### src/rtl/rstc_pkg.sv
package rstc_pkg;

    typedef enum logic [1:0] {
        ACC_DATA_WR = 2'd0,
        ACC_CODE_RD = 2'd1,
        ACC_FETCH   = 2'd2,
        ACC_NONE    = 2'd3
    } acc_kind_e;

    localparam int unsigned BIT_WDT   = 3;
    localparam int unsigned BIT_SW    = 4;
    localparam int unsigned BIT_CMP   = 5;
    localparam int unsigned BIT_FLASH = 6;

    typedef struct packed {
        logic flash;
        logic wdt;
        logic sw;
        logic cmp;
    } req_vec_t;

    function automatic logic any_req(req_vec_t r);
        return r.flash | r.wdt | r.sw | r.cmp;
    endfunction

    // Fixed priority: flash error, watchdog, software, comparator.
    function automatic logic [7:0] cause_byte(req_vec_t r);
        logic [7:0] b;
        b = '0;
        if (r.flash)     b[BIT_FLASH] = 1'b1;
        else if (r.wdt)  b[BIT_WDT]   = 1'b1;
        else if (r.sw)   b[BIT_SW]    = 1'b1;
        else if (r.cmp)  b[BIT_CMP]   = 1'b1;
        return b;
    endfunction

endpackage

### src/rtl/rstc_flash_chk.sv
module rstc_flash_chk
    import rstc_pkg::*;
#(
    parameter int unsigned          ADDR_W   = 16,
    parameter logic [ADDR_W-1:0]    CODE_TOP = 16'h1DFF
) (
    input  logic              clk,
    input  logic              por_i,
    input  logic              valid_i,
    input  logic [1:0]        kind_i,
    input  logic              wen_i,
    input  logic [ADDR_W-1:0] addr_i,
    input  logic              secure_i,
    output logic              illegal_o
);
    acc_kind_e kind;
    logic      touches;
    logic      beyond;

    always_comb begin
        kind = acc_kind_e'(kind_i);
        unique case (kind)
            ACC_DATA_WR: touches = wen_i;
            ACC_CODE_RD: touches = 1'b1;
            ACC_FETCH:   touches = 1'b1;
            default:     touches = 1'b0;
        endcase
        beyond    = (addr_i > CODE_TOP);
        illegal_o = valid_i && touches && (beyond || secure_i);
    end

    // an unsecured access inside code space never flags an error
    p_legal_inside_r11: assert property (@(posedge clk) disable iff (por_i)
        (valid_i && !secure_i && addr_i <= CODE_TOP) |-> !illegal_o);

    // a data write without write enable never flags an error
    p_no_wen_r11: assert property (@(posedge clk) disable iff (por_i)
        (kind_i == 2'd0 && !wen_i) |-> !illegal_o);

endmodule

### src/rtl/rstc_cmp_gate.sv
module rstc_cmp_gate #(
    parameter int unsigned SETTLE = 2
) (
    input  logic clk,
    input  logic por_i,
    input  logic clr_i,
    input  logic accept_i,
    input  logic ready_i,
    input  logic cmp_i,
    input  logic wr_i,
    input  logic wr_arm_i,
    output logic req_o
);
    localparam int unsigned CW = $clog2(SETTLE + 1);

    logic [CW-1:0] settle_q;
    logic          settled;
    logic          arm_q;

    assign settled = (settle_q >= CW'(SETTLE));

    always_ff @(posedge clk) begin
        if (por_i || !ready_i) begin
            settle_q <= '0;
        end else if (!settled) begin
            settle_q <= settle_q + CW'(1);
        end
    end

    always_ff @(posedge clk) begin
        if (por_i || clr_i) begin
            arm_q <= 1'b0;
        end else if (accept_i && wr_i) begin
            if (!wr_arm_i)      arm_q <= 1'b0;
            else if (settled)   arm_q <= 1'b1;
        end
    end

    // Comparator reset condition is active-low
    assign req_o = arm_q && settled && !cmp_i;

    // arming only follows a settled comparator
    p_arm_settled_r6: assert property (@(posedge clk) disable iff (por_i)
        $rose(arm_q) |-> $past(settled));

    // dropping the ready indication removes any request at once
    p_ready_gate_r6: assert property (@(posedge clk) disable iff (por_i)
        !ready_i |=> !req_o);

endmodule

### src/rtl/rstc_pulse.sv
module rstc_pulse #(
    parameter int unsigned PULSE   = 16,
    parameter int unsigned WDT_DIV = 12
) (
    input  logic clk,
    input  logic por_i,
    input  logic start_i,
    output logic rst_o,
    output logic wdt_en_o,
    output logic tick_o
);
    localparam int unsigned CNT_W = $clog2(PULSE + 1);
    localparam int unsigned DIV_W = (WDT_DIV > 1) ? $clog2(WDT_DIV) : 1;
    localparam logic [DIV_W-1:0] DIV_LAST = DIV_W'(WDT_DIV - 1);

    logic [CNT_W-1:0] cnt_q;
    logic [DIV_W-1:0] div_q;

    assign rst_o    = (cnt_q != '0);
    assign wdt_en_o = !rst_o;
    assign tick_o   = wdt_en_o && (div_q == DIV_LAST);

    always_ff @(posedge clk) begin
        if (por_i) begin
            cnt_q <= CNT_W'(PULSE);
        end else if (rst_o) begin
            cnt_q <= cnt_q - CNT_W'(1);
        end else if (start_i) begin
            cnt_q <= CNT_W'(PULSE);
        end
    end

    always_ff @(posedge clk) begin
        if (por_i || rst_o) begin
            div_q <= '0;
        end else if (div_q == DIV_LAST) begin
            div_q <= '0;
        end else begin
            div_q <= div_q + DIV_W'(1);
        end
    end

    // an accepted request loads the full pulse length
    p_pulse_start_r2: assert property (@(posedge clk) disable iff (por_i)
        (start_i && !rst_o) |=> (rst_o && cnt_q == CNT_W'(PULSE)));

    // a tick lasts a single clock
    p_tick_single_r10: assert property (@(posedge clk) disable iff (por_i)
        tick_o |=> !tick_o);

endmodule

### src/rtl/rst_cause_ctrl.sv
module rst_cause_ctrl
    import rstc_pkg::*;
#(
    parameter int unsigned       ADDR_W   = 16,
    parameter logic [ADDR_W-1:0] CODE_TOP = 16'h1DFF,
    parameter int unsigned       PULSE    = 16,
    parameter int unsigned       WDT_DIV  = 12,
    parameter int unsigned       SETTLE   = 2
) (
    input  logic              clk,
    input  logic              por_i,
    input  logic              cmp_out_i,
    input  logic              cmp_ready_i,
    input  logic              wdt_timeout_i,
    input  logic              fl_valid_i,
    input  logic [1:0]        fl_kind_i,
    input  logic              fl_wen_i,
    input  logic [ADDR_W-1:0] fl_addr_i,
    input  logic              fl_secure_i,
    input  logic              reg_wr_i,
    input  logic [7:0]        reg_wdata_i,
    output logic              sys_rst_o,
    output logic [7:0]        status_o,
    output logic              wdt_en_o,
    output logic              wdt_tick_o
);
    req_vec_t   req;
    logic       busy;
    logic       start;
    logic       fl_err;
    logic       cmp_req;
    logic [7:0] status_q;

    rstc_flash_chk #(.ADDR_W(ADDR_W), .CODE_TOP(CODE_TOP)) u_flash (
        .clk       (clk),
        .por_i     (por_i),
        .valid_i   (fl_valid_i),
        .kind_i    (fl_kind_i),
        .wen_i     (fl_wen_i),
        .addr_i    (fl_addr_i),
        .secure_i  (fl_secure_i),
        .illegal_o (fl_err)
    );

    rstc_cmp_gate #(.SETTLE(SETTLE)) u_cmp (
        .clk      (clk),
        .por_i    (por_i),
        .clr_i    (start),
        .accept_i (!busy),
        .ready_i  (cmp_ready_i),
        .cmp_i    (cmp_out_i),
        .wr_i     (reg_wr_i),
        .wr_arm_i (reg_wdata_i[BIT_CMP]),
        .req_o    (cmp_req)
    );

    rstc_pulse #(.PULSE(PULSE), .WDT_DIV(WDT_DIV)) u_pulse (
        .clk      (clk),
        .por_i    (por_i),
        .start_i  (start),
        .rst_o    (busy),
        .wdt_en_o (wdt_en_o),
        .tick_o   (wdt_tick_o)
    );

    always_comb begin
        req.flash = fl_err;
        req.wdt   = wdt_timeout_i;
        req.sw    = reg_wr_i && reg_wdata_i[BIT_SW];
        req.cmp   = cmp_req;
        start     = !busy && any_req(req);
    end

    always_ff @(posedge clk) begin
        if (por_i) begin
            status_q <= '0;
        end else if (start) begin
            status_q <= cause_byte(req);
        end
    end

    assign sys_rst_o = busy;
    assign status_o  = status_q;

    // at most one cause flag is ever set
    p_onehot_status_r7: assert property (@(posedge clk) disable iff (por_i)
        $onehot0(status_q));

    // unused status bits stay clear
    p_unused_zero_r8: assert property (@(posedge clk) disable iff (por_i)
        (status_q & 8'h87) == 8'h00);

    // the status byte holds while the pulse runs
    p_status_hold_r9: assert property (@(posedge clk) disable iff (por_i)
        busy |=> $stable(status_q));

    // an accepted flash error records bit 6
    p_flash_cause_r3: assert property (@(posedge clk) disable iff (por_i)
        (fl_err && !busy) |=> status_q[BIT_FLASH]);

    // software reset without higher sources records bit 4
    p_sw_cause_r5: assert property (@(posedge clk) disable iff (por_i)
        (reg_wr_i && reg_wdata_i[BIT_SW] && !busy && !fl_err && !wdt_timeout_i)
        |=> status_q[BIT_SW]);

    // watchdog timeout without flash error records bit 3
    p_wdt_cause_r4: assert property (@(posedge clk) disable iff (por_i)
        (wdt_timeout_i && !busy && !fl_err) |=> status_q[BIT_WDT]);

endmodule

### config.mk
export PLATFORM = sky130hd
export DESIGN_NAME = rst_cause_ctrl
export DESIGN_NICKNAME = d
export VERILOG_FILES = /design/src/rtl/rstc_pkg.sv /design/src/rtl/rstc_flash_chk.sv /design/src/rtl/rstc_cmp_gate.sv /design/src/rtl/rstc_pulse.sv /design/src/rtl/rst_cause_ctrl.sv
export SDC_FILE = /design/constraint.sdc
export NUM_CORES = 1
export LEC_CHECK = 0
export BUFFER_PORTS_ARGS = -buffer_cell sky130_fd_sc_hd__buf_2
export CAP_MARGIN = 15
export CORE_MARGIN = 4
export CORE_UTILIZATION = 30
export DETAILED_ROUTE_END_ITERATION = 8
export SLEW_MARGIN = 15
export SYNTH_ARGS = -nofsm -noshare
export SYNTH_HDL_FRONTEND = slang
export SYNTH_SLANG_ARGS = --single-unit
### constraint.sdc
create_clock -name clk -period 1.6 [get_ports clk]
set_clock_uncertainty 0.05 [all_clocks]
set_input_delay 0 -clock clk [delete_from_list [all_inputs] [get_ports clk]]
set_output_delay 0 -clock clk [all_outputs]
set_load 0.01 [all_outputs]
==> impl_metrics.tcl <==
set metrics [dict create \
    fin_nets 181 \
    io_pins 46 \
    post-route-period-util_pct 104 \
    status "finished, violations left" \
    postSynthAreaPerCell_sq_um 8.80 \
    ys_seq_elements 16 \
    die_w_um 61.9 \
    required_ns 1.78 \
    power_w 0.00143 \
    fmax_ghz 0.604 \
    synth.distinct_cells 37 \
    die_area_sq_mm 0.00383 \
    yosys_warnings 0 \
    synth_top_area_share_pct 36.8 \
    clkLatencyLatePin_ns 0.29 \
    start_kind "flop" \
    io_buffers 26 \
    num_antenna_cells 0 \
    grt.total_usage_pct 11.8 \
    grt_pass1_vias 804 \
    wl_per_cell_um 11.9 \
    vias 819 \
    r2r_end "u_pulse.cnt_q[0]" \
    netlist_area_sq_um 871 \
    start_util_pct 31.6 \
    violations "setup timing" \
    clkTransAtPathRegs_ns 0.10 \
    grt_antenna_before_repair 0 \
    syn-instance-count 99 \
    coreArea_sq_mm 0.00276 \
    report.final.hold_viol_count 0 \
    grt_max_degree 18 \
    root_buffer "clkbuf_4" \
    drtIter0Drc 10 \
    synth_largest_area_cell "dfxtp_1" \
    synth_area_leaders "dfxtp_1 37%, ha_1 7.2%, buf_4 4.3%" \
    rrSetupSlack_ns -0.06 \
    final_common_cell "buf_2" \
    p_leak_nw 0.564 \
    final_cell_mix "24 x buf_2, 14 x dfxtp_1, 10 x buf_4, 6 x inv_1" \
    routabilityCongestion 0.806 \
    drt-pass1-iter-count 4 \
    end_kind "flop" \
    ys_seq_area_share_pct 36.8 \
    layout-drive-gt1-share_pct 45.0 \
    rsz0062_at_grt "yes" \
    remaining_drc_errors 0 \
    via_per_inst 4.79 \
    grt_pass1_wl_um 3330 \
    worstHoldPathType "in2reg" \
    clockBufferDepth 2 \
    crit_fanout 6 \
    cp.arrival_ns 1.83 \
    maxSlewViolCount 0 \
    max_cap_violations 0 \
    peakVddDrop_uv 707 \
    ff2ff_path_depth 8 \
    fin_ws_ns -0.0568 \
    detailedPlacementHpwl_um 1420 \
    cts_buffers 3 \
    detailedPlace.worstSlack_ns -0.00258 \
    r2r-start "u_pulse.cnt_q[1]" \
    gr-total-overflow 0 \
    cts_sinks 16 \
    syn2layout_area_growth_pct 47.6 \
    final_antenna_net_count 0 \
    crit_start "u_pulse.cnt_q[1]" \
    cp-endpoint "u_pulse.cnt_q[0]" \
    cts_tree "built" \
    min_period_ns 1.66 \
    finalSetupViolCount 6 \
    min_from "reg_wr_i" \
    critical_path_class "reg2reg" \
    wirelength_um 2030 \
    htree_levels 1 \
    dieHeight_um 61.9 \
    rows 19 \
    power_density_mw_per_mm2 1120 \
]
-- worst min path at each step --
stage | end | slack, ns | cells after the start
after global routing | u_cmp.arm_q | 0.02 | 3
after detailed placement | u_cmp.settle_q[0] | 0.23 | 2
final | u_cmp.arm_q | 0.05 | 3
after floorplan | u_cmp.settle_q[0] | 0.11 | 1
after global placement | u_cmp.settle_q[0] | 0.23 | 2
after CTS | u_cmp.arm_q | 0.006 | 3
-- synth_stat cells --
library cell,instances
a21boi_0,2
or2_2,1
nor4_1,2
o21ba_1,1
nand2b_1,1
nand2_1,5
o211ai_1,1
o21ai_0,1
a31oi_1,4
nand4_1,1
nor2_1,7
inv_1,8
nand4_2,1
ha_1,5
clkbuf_1,3
xnor2_1,3
o41ai_2,1
nand3b_1,1
nor3b_4,1
nor2b_1,1
buf_4,5
nor2b_4,1
or2b_1,1
nor3b_1,3
inv_2,1
a2111o_1,1
dfxtp_1,16
conb_1,1
a211oi_1,1
o21ai_1,1
or3_1,3
mux2i_1,1
a311oi_1,1
nor3_1,5
a211o_1,1
a21oi_1,6
and3_1,1
-- flip-flops by register name (all words and copies together), names as in the netlist --
name / flops
u_pulse.cnt_q: 5
u_cmp.settle_q: 2
status_o: 4
u_pulse.div_q: 4
u_cmp.arm_q: 1
-- logic make-up after synthesis --
logic type,count (synthesis),synth area share [%]
xor gates and xnor gates,3,3.02
buffers and inverters,17,9.48
muxes,1,1.15
AOI/OAI and AO/OA,21,17.2
other,1,0.431
DFF,16,36.8
adders and majority gates,5,7.18
and+or+nand+nor,35,24.7
-- layer usage --
layer	track usage, %	wire [um]	vias up	part of all wire, %
li1	-	-	419	-
met4	6.36	19	0	0.94
met3	2.69	83	2	4.1
met1	13.3	876	385	43
met5	0	0	-	0
met2	20.6	1050	13	52
-- timing repair --
action,in CTS,in global routing
hold buffers,2,0
buffers inserted,5,3
endpoints found under the setup margin,7,15
hold endpoints to repair,3,0
gates resized for setup,9,13
pin swaps,2,6
-- stage by stage --
step	hold slack (ns)	cells	util, %	setup TNS, ns	instance area [sq um]
4_1_cts	0.00580	168	43.1	-0.153	1190
3_3_place_gp	0.228	157	38.6	0	1060
2_1_floorplan	0.113	102	-	-0.220	905
5_1_grt	0.0221	171	46.6	-1.06	1280
3_5_place_dp	0.231	157	38.6	-0.00258	1060
6_report	0.0459	171	46.6	-0.218	1280
-- worst max-delay path, stage by stage, from the launching register on --
cell and delay [ns]:
dfxtp_2 0.34, inv_2 0.08, ha_4 0.13, nor2b_4 0.14
nor3b_4 0.25, inv_4 0.06, buf_6 0.13, or3_1 0.30
o21ai_1 0.11
-- power by group --
group          switching (W)  internal, W
registers          0.0000609     0.000467
clock network       0.000138     0.000138
logic               0.000272     0.000357
total               0.000470     0.000963
-- area by class of cell --
type                    instances  area, sq um
clock buffers                   4         36.3
multi-input cells              69          559
inverters                       9         36.3
repair buffers                 42          292
fillers                       268         1470
well taps                      31         38.8
flip-flops and latches         16          323
Note: power is estimated with default switching activity, not from simulation.
